`config.mk`:
```
export PLATFORM = sky130hd
export DESIGN_NAME = frac_tick_gen
export DESIGN_NICKNAME = d
export VERILOG_FILES = /design/src/rtl/frac_pkg.sv /design/src/rtl/frac_rst_sync.sv /design/src/rtl/frac_cfg_regs.sv /design/src/rtl/frac_accum.sv /design/src/rtl/frac_time_counter.sv /design/src/rtl/frac_tick_gen.sv
export SDC_FILE = /design/constraint.sdc
export NUM_CORES = 1
export LEC_CHECK = 0
export ABC_CLOCK_PERIOD_IN_PS = 3800
export CAP_MARGIN = 30
export CORE_MARGIN = 5
export CORE_UTILIZATION = 40
export CTS_CLUSTER_SIZE = 20
export DETAILED_ROUTE_END_ITERATION = 8
export DONT_BUFFER_PORTS = 1
export GPL_ROUTABILITY_DRIVEN = 0
export PLACE_DENSITY = 0.56
export SLEW_MARGIN = 30
export SYNTH_ARGS = -nofsm -noshare
export SYNTH_HDL_FRONTEND = slang
export SYNTH_HIERARCHICAL = 1
export SYNTH_SLANG_ARGS = --single-unit
```
`constraint.sdc`:
```
create_clock -name clk -period 3.8 [get_ports clk]
set_clock_uncertainty 0.2 [all_clocks]
set_input_delay 0.38 -clock clk [delete_from_list [all_inputs] [get_ports clk]]
set_output_delay 0.38 -clock clk [all_outputs]
set_load 0.03 [all_outputs]
```
`src/rtl/frac_pkg.sv`:
```
package frac_pkg;
  localparam int REG_W        = 32;
  localparam int NUM_W        = 12;
  localparam int NUM_LP_LSB   = 16;
  localparam int RELOAD_BIT   = 16;
  localparam logic [NUM_W-1:0] RST_NUM_MAIN = 12'h208;
  localparam logic [NUM_W-1:0] RST_NUM_LP   = 12'h659;
  localparam logic [NUM_W-1:0] RST_DEN      = 12'hCB2;

  typedef struct packed {
    logic [NUM_W-1:0] num_main;
    logic [NUM_W-1:0] num_lp;
    logic [NUM_W-1:0] den;
    logic             reload;
  } frac_cfg_t;
endpackage

```
`src/rtl/frac_rst_sync.sv`:
```
module frac_rst_sync #(
  parameter int STAGES = 2
) (
  input  logic clk,
  input  logic rst_n_in,
  output logic rst_n_out
);
  logic [STAGES-1:0] sync_q;

  generate
    for (genvar i = 0; i < STAGES; i++) begin : g_stage
      always_ff @(posedge clk or negedge rst_n_in) begin
        if (!rst_n_in) sync_q[i] <= 1'b0;
        else if (i == 0) sync_q[i] <= 1'b1;
        else sync_q[i] <= sync_q[(i == 0) ? 0 : i-1];
      end
    end
  endgenerate

  assign rst_n_out = sync_q[STAGES-1];
endmodule

```
`src/rtl/frac_cfg_regs.sv`:
```
module frac_cfg_regs
  import frac_pkg::*;
(
  input  logic             clk,
  input  logic             rst_n,
  input  logic             wr_en,
  input  logic             wr_addr,
  input  logic [REG_W-1:0] wr_data,
  input  logic             rd_addr,
  output logic [REG_W-1:0] rd_data,
  output frac_cfg_t        cfg,
  output logic             reload_pulse
);
  frac_cfg_t cfg_q, cfg_d;
  logic      wr_num, wr_den;

  assign wr_num = wr_en && !wr_addr;
  assign wr_den = wr_en &&  wr_addr;

  always_comb begin
    cfg_d = cfg_q;
    if (wr_num) begin
      cfg_d.num_main = wr_data[NUM_W-1:0];
      cfg_d.num_lp   = wr_data[NUM_LP_LSB +: NUM_W];
    end
    if (wr_den) begin
      cfg_d.den    = wr_data[NUM_W-1:0];
      cfg_d.reload = wr_data[RELOAD_BIT];
    end
  end

  // Reload fires only when the stored bit goes from 0 to 1.
  assign reload_pulse = wr_den && wr_data[RELOAD_BIT] && !cfg_q.reload;

  always_ff @(posedge clk or negedge rst_n) begin
    if (!rst_n) begin
      cfg_q.num_main <= RST_NUM_MAIN;
      cfg_q.num_lp   <= RST_NUM_LP;
      cfg_q.den      <= RST_DEN;
      cfg_q.reload   <= 1'b0;
    end else if (wr_en) begin
      cfg_q <= cfg_d;
    end
  end

  always_comb begin
    rd_data = '0;
    if (!rd_addr) begin
      rd_data[NUM_W-1:0]              = cfg_q.num_main;
      rd_data[NUM_LP_LSB +: NUM_W]    = cfg_q.num_lp;
    end else begin
      rd_data[NUM_W-1:0]              = cfg_q.den;
      rd_data[RELOAD_BIT]             = cfg_q.reload;
    end
  end

  assign cfg = cfg_q;
endmodule

```
`src/rtl/frac_accum.sv`:
```
module frac_accum #(
  parameter int NUM_W = 12
) (
  input  logic             clk,
  input  logic             rst_n,
  input  logic [NUM_W-1:0] num,
  input  logic [NUM_W-1:0] den,
  input  logic             clear,
  output logic             inc
);
  logic [NUM_W-1:0] acc_q, acc_d;
  logic [NUM_W:0]   sum, diff;
  logic             saturate;

  assign saturate = (num >= den);
  assign sum      = {1'b0, acc_q} + {1'b0, num};
  assign diff     = sum - {1'b0, den};

  always_comb begin
    acc_d = acc_q;
    inc   = 1'b0;
    if (saturate) begin
      inc   = 1'b1;
      acc_d = '0;
    end else if (sum >= {1'b0, den}) begin
      inc   = 1'b1;
      acc_d = diff[NUM_W-1:0];
    end else begin
      acc_d = sum[NUM_W-1:0];
    end
    if (clear) acc_d = '0;
  end

  always_ff @(posedge clk or negedge rst_n) begin
    if (!rst_n) acc_q <= '0;
    else        acc_q <= acc_d;
  end
endmodule

```
`src/rtl/frac_time_counter.sv`:
```
module frac_time_counter #(
  parameter int CNT_W = 32
) (
  input  logic             clk,
  input  logic             rst_n,
  input  logic             inc,
  input  logic             load,
  input  logic [CNT_W-1:0] load_val,
  output logic [CNT_W-1:0] count
);
  logic [CNT_W-1:0] count_q, count_d;
  logic             cnt_en;

  assign cnt_en = load || inc;

  always_comb begin
    if (load) count_d = load_val;
    else      count_d = count_q + {{(CNT_W-1){1'b0}}, 1'b1};
  end

  always_ff @(posedge clk or negedge rst_n) begin
    if (!rst_n)      count_q <= '0;
    else if (cnt_en) count_q <= count_d;
  end

  assign count = count_q;
endmodule

```
`src/rtl/frac_tick_gen.sv`:
```
module frac_tick_gen
  import frac_pkg::*;
#(
  parameter int CNT_W      = 32,
  parameter int RST_STAGES = 2
) (
  input  logic             clk,
  input  logic             rst_n,
  input  logic             wr_en,
  input  logic             wr_addr,
  input  logic [31:0]      wr_data,
  input  logic             rd_addr,
  output logic [31:0]      rd_data,
  input  logic             clk_mode_lp,
  input  logic [CNT_W-1:0] coarse_val,
  output logic [CNT_W-1:0] count_out
);
  logic             rst_sync_n;
  frac_cfg_t        cfg;
  logic             reload_pulse;
  logic [NUM_W-1:0] num_main, num_lp, den, num_sel;
  logic             inc;

  frac_rst_sync #(.STAGES(RST_STAGES)) u_rst (
    .clk(clk), .rst_n_in(rst_n), .rst_n_out(rst_sync_n)
  );

  frac_cfg_regs u_regs (
    .clk(clk), .rst_n(rst_sync_n), .wr_en(wr_en), .wr_addr(wr_addr),
    .wr_data(wr_data), .rd_addr(rd_addr), .rd_data(rd_data),
    .cfg(cfg), .reload_pulse(reload_pulse)
  );

  assign num_main = cfg.num_main;
  assign num_lp   = cfg.num_lp;
  assign den      = cfg.den;
  assign num_sel  = clk_mode_lp ? num_lp : num_main;

  frac_accum #(.NUM_W(NUM_W)) u_acc (
    .clk(clk), .rst_n(rst_sync_n), .num(num_sel), .den(den),
    .clear(reload_pulse), .inc(inc)
  );

  frac_time_counter #(.CNT_W(CNT_W)) u_cnt (
    .clk(clk), .rst_n(rst_sync_n), .inc(inc), .load(reload_pulse),
    .load_val(coarse_val), .count(count_out)
  );
endmodule

```
==> results.md <==
* Detailed router's first-iteration violation count at 208
* PwrDens at 872 nW/um2
* Congestion Overflow GR at 0
* Hold Crit Class: primary input to flip-flop
* Tot Pwr at 6820 uW
* Layout Nets at 819
* ANT cells at 0
* Worst endpoint required time at 3.83 ns
* Yosys top cell area share at 29.4%
* CP Launch Type: flip-flop
* Worst-skew pair later-pin latency at 0.35 ns
* Via count at 4,973
* Worst ir drop on vdd at 440 uV
* Worst r2r src: u_regs/cfg[19]
* DIE HEIGHT at 131 um
* Layout Cells excl Fill at 899
* Seq/Total Area, Yosys at 35.7%
* Synth Flop Type: dfrtp_1
* CP max FO at 7
* H-tree lvl count at 3
* Post-synth cell types at 64
* Final Max Tran Viols at 0
* Area Overhead vs Synth at 33.4%
* Die width at 131 um
* Clock tree sinks at 83
* DR pass1 iterations at 4
* Total Wirelength at 16,500 um
* Status: finished, violations left
* Synth Cell Area at 5870 um2
* Seq cells post-synth at 83
* Critical path endpoint category: flip-flop
* Ys async rst share at 100%
* CTS Buffer Depth at 2
* Gr usage total at 19.1%
* MaxCap Viol Count at 0
* Proportion of layout cells with a drive suffix above 1 at 34.3%
* IO buf count at 0
* Via-to-Cell Ratio at 5.53
* First-pass GRT wire length at 27,200 um
* Period minus WS final at 4.38 ns
* Reg clk slew, reported paths at 0.07 ns
* Core box area at 14,500 um2
* Worst setup path start: u_regs/cfg[19]
* Failing checks: setup timing
* RSZ-0062 raised after global routing: true
* Hold path startpoint: coarse_val[19]
* Final Hold Vio Count at 0
* Total die area at 17,200 um2
* Antenna-violating nets left at 0
* Core Rows at 44
* Cells after synthesis at 569
* Leak at 0.00335 uW
* Synth area leaders: dfrtp_1 (29%), ha_1 (7.9%), mux2_4 (7.7%)
* Crit path arrival time at 4.41 ns
* CTS tree: yes
* Largest net degree at the start of global routing at 49
* Yosys top cell by area: dfrtp_1
* Worst-margin pin slew at 0.966 ns
* CTS root buf: clkbuf_16
* Initial antenna violation count at 0
* I/O pins at 134
* Ys Warns at 6
* HPWL Detailed at 11,400 um
* Cells after DPL at 800
* Number of synthesized flops with an enable pin at 0
* Period Utilization, post-route at 115%
* Number of global-route vias before repair at 5,204
* Synth top cells by count: dfrtp_1 (69), ha_1 (37), nor2_1 (36), nand2_1 (35), mux2_2 (32)
* Most frequent cell after synthesis: dfrtp_1
* Slew Limit Headroom at 35.5%
* # DRC at 0
* Worst setup margin at -0.577 ns
* Syn Area/Cell at 10.3 um2
* Initial Utilization at 40.5%
* Critical path class: flip-flop to flip-flop
* Final-report setup violation count at 44
* Cts bufs inserted at 9
* Avg WL per Cell at 18.3 um
* Fmax at 228 MHz
-- path summary, 6_finish.rpt --
path	end	slack, ns	depth (start not counted)
max in group asynchronous	u_regs/cfg[34]	2.66	1
min in group asynchronous	u_rst/rst_n_out	0.06	1
min	u_cnt/count[19]	0.02	2
max reg2reg	u_cnt/count[30]	-0.58	20
max	u_cnt/count[30]	-0.58	20
min reg2reg	u_regs/cfg[9]	0.09	0
-- critical path, cell delays in order (launching register included) --
cell and delay, ns:
dfstp_2 0.55, mux2_4 0.17, ha_4 0.22, a2111oi_4 0.37, o21a_1 0.21, o31ai_2 0.07, a21oi_1 0.19, xnor2_1 0.17
ha_1 0.29, buf_4 0.15, buf_4 0.13, o21a_1 0.16, o21ai_1 0.15, a21oi_2 0.07, a2111oi_4 0.27, nand2_4 0.08
and3_4 0.23, nand3_4 0.16, buf_6 0.13, nor4_2 0.04, o31a_1 0.25
-- power by group --
part           switching, uW  leakage, uW  total, uW  internal [uW]
Combinational           2000      0.00225       4340           2330
Sequential               456     0.000953       1580           1120
Clock                    394     0.000141        912            518
Total                   2850      0.00335       6820           3970
-- layout make-up --
cell class | instances | area, um2
clock inverter | 6 | 73.8
sequential | 83 | 2100
clock buffer | 10 | 229
timing repair buffer | 154 | 1350
tap | 184 | 230
inverter | 19 | 71.3
multi-input combinational | 443 | 3780
fill | 1265 | 6650
-- registers in the layout, summed over array words and instances, names as in the netlist --
register and count:
u_rst/sync_q 1, u_rst/rst_n_out 1, u_acc/acc_q 12, u_regs/cfg 37
u_cnt/count 32
-- per-layer routing --
layer	share of wire, %	track usage (%)	up-vias	routed length, um
met5	0	0	-	0
met4	1.7	5.83	0	275
met3	6.0	5.96	27	991
met2	50	32.9	141	8260
met1	42	22.9	2435	6950
li1	-	-	2370	-
-- logic make-up (layout without fill, tap and decap cells) --
group | count (synthesis) | count (layout) | share of synthesized area, %
mux | 73 | 73 | 15.7
flops | 83 | 83 | 35.7
buf+inv | 51 | 189 | 5.22
other cells | 2 | 9 | 0.128
simple gates | 176 | 177 | 17.2
fa+ha+maj | 39 | 39 | 8.57
xor+xnor | 29 | 29 | 4.33
compound gates | 116 | 116 | 13.2
-- through the flow --
step / TNS, ns / instance area, um2 / hold slack (ns) / util [%] / setup WS [ns]
floorplan: -22.01 / 6010 / -0.116 / - / -0.853
global placement: -19.37 / 6530 / -0.116 / 45.1 / -0.692
detailed placement: -22.63 / 6560 / -0.116 / 45.3 / -0.802
CTS: -16.58 / 7770 / 0.00384 / 53.7 / -0.537
global route: -27.44 / 7830 / 0.00506 / 54.1 / -0.731
finish: -19.27 / 7830 / 0.0198 / 54.1 / -0.577
-- timing repair --
action,in CTS,in global routing
pin swaps,50,16
hold endpoints to repair,66,0
endpoints found under the setup margin,44,44
setup buffers,30,4
gates resized for setup,40,8
hold buffers,52,0
cloned,2,0
-- cells in the final DEF (no fill, tap or decap), types with 4 or more instances in the layout --
cell type | netlist | layout
nand2_1 | 35 | 33
buf_6 | 4 | 7
inv_1 | 19 | 19
a21o_1 | 8 | 8
dlygate4sd3_1 | 0 | 52
nand2b_1 | 5 | 5
ha_4 | 0 | 6
nor2_1 | 36 | 36
a21oi_1 | 19 | 17
o21a_1 | 5 | 5
dfstp_2 | 14 | 14
or4_1 | 12 | 12
mux2_4 | 30 | 30
nor2b_1 | 17 | 17
a31oi_1 | 17 | 16
o21ai_1 | 0 | 8
mux2i_1 | 11 | 10
xnor2_1 | 13 | 10
dfrtp_1 | 69 | 68
mux2_2 | 32 | 32
or3_1 | 5 | 4
conb_1 | 2 | 9
nand3_1 | 14 | 13
nand4_1 | 17 | 17
ha_1 | 37 | 29
buf_4 | 10 | 92
o211ai_1 | 5 | 5
xor2_1 | 16 | 16
and3_1 | 5 | 4
o31ai_1 | 11 | 8
o21ai_0 | 30 | 20
clkbuf_16 | 0 | 9
(Power assumes the default switching activity.)
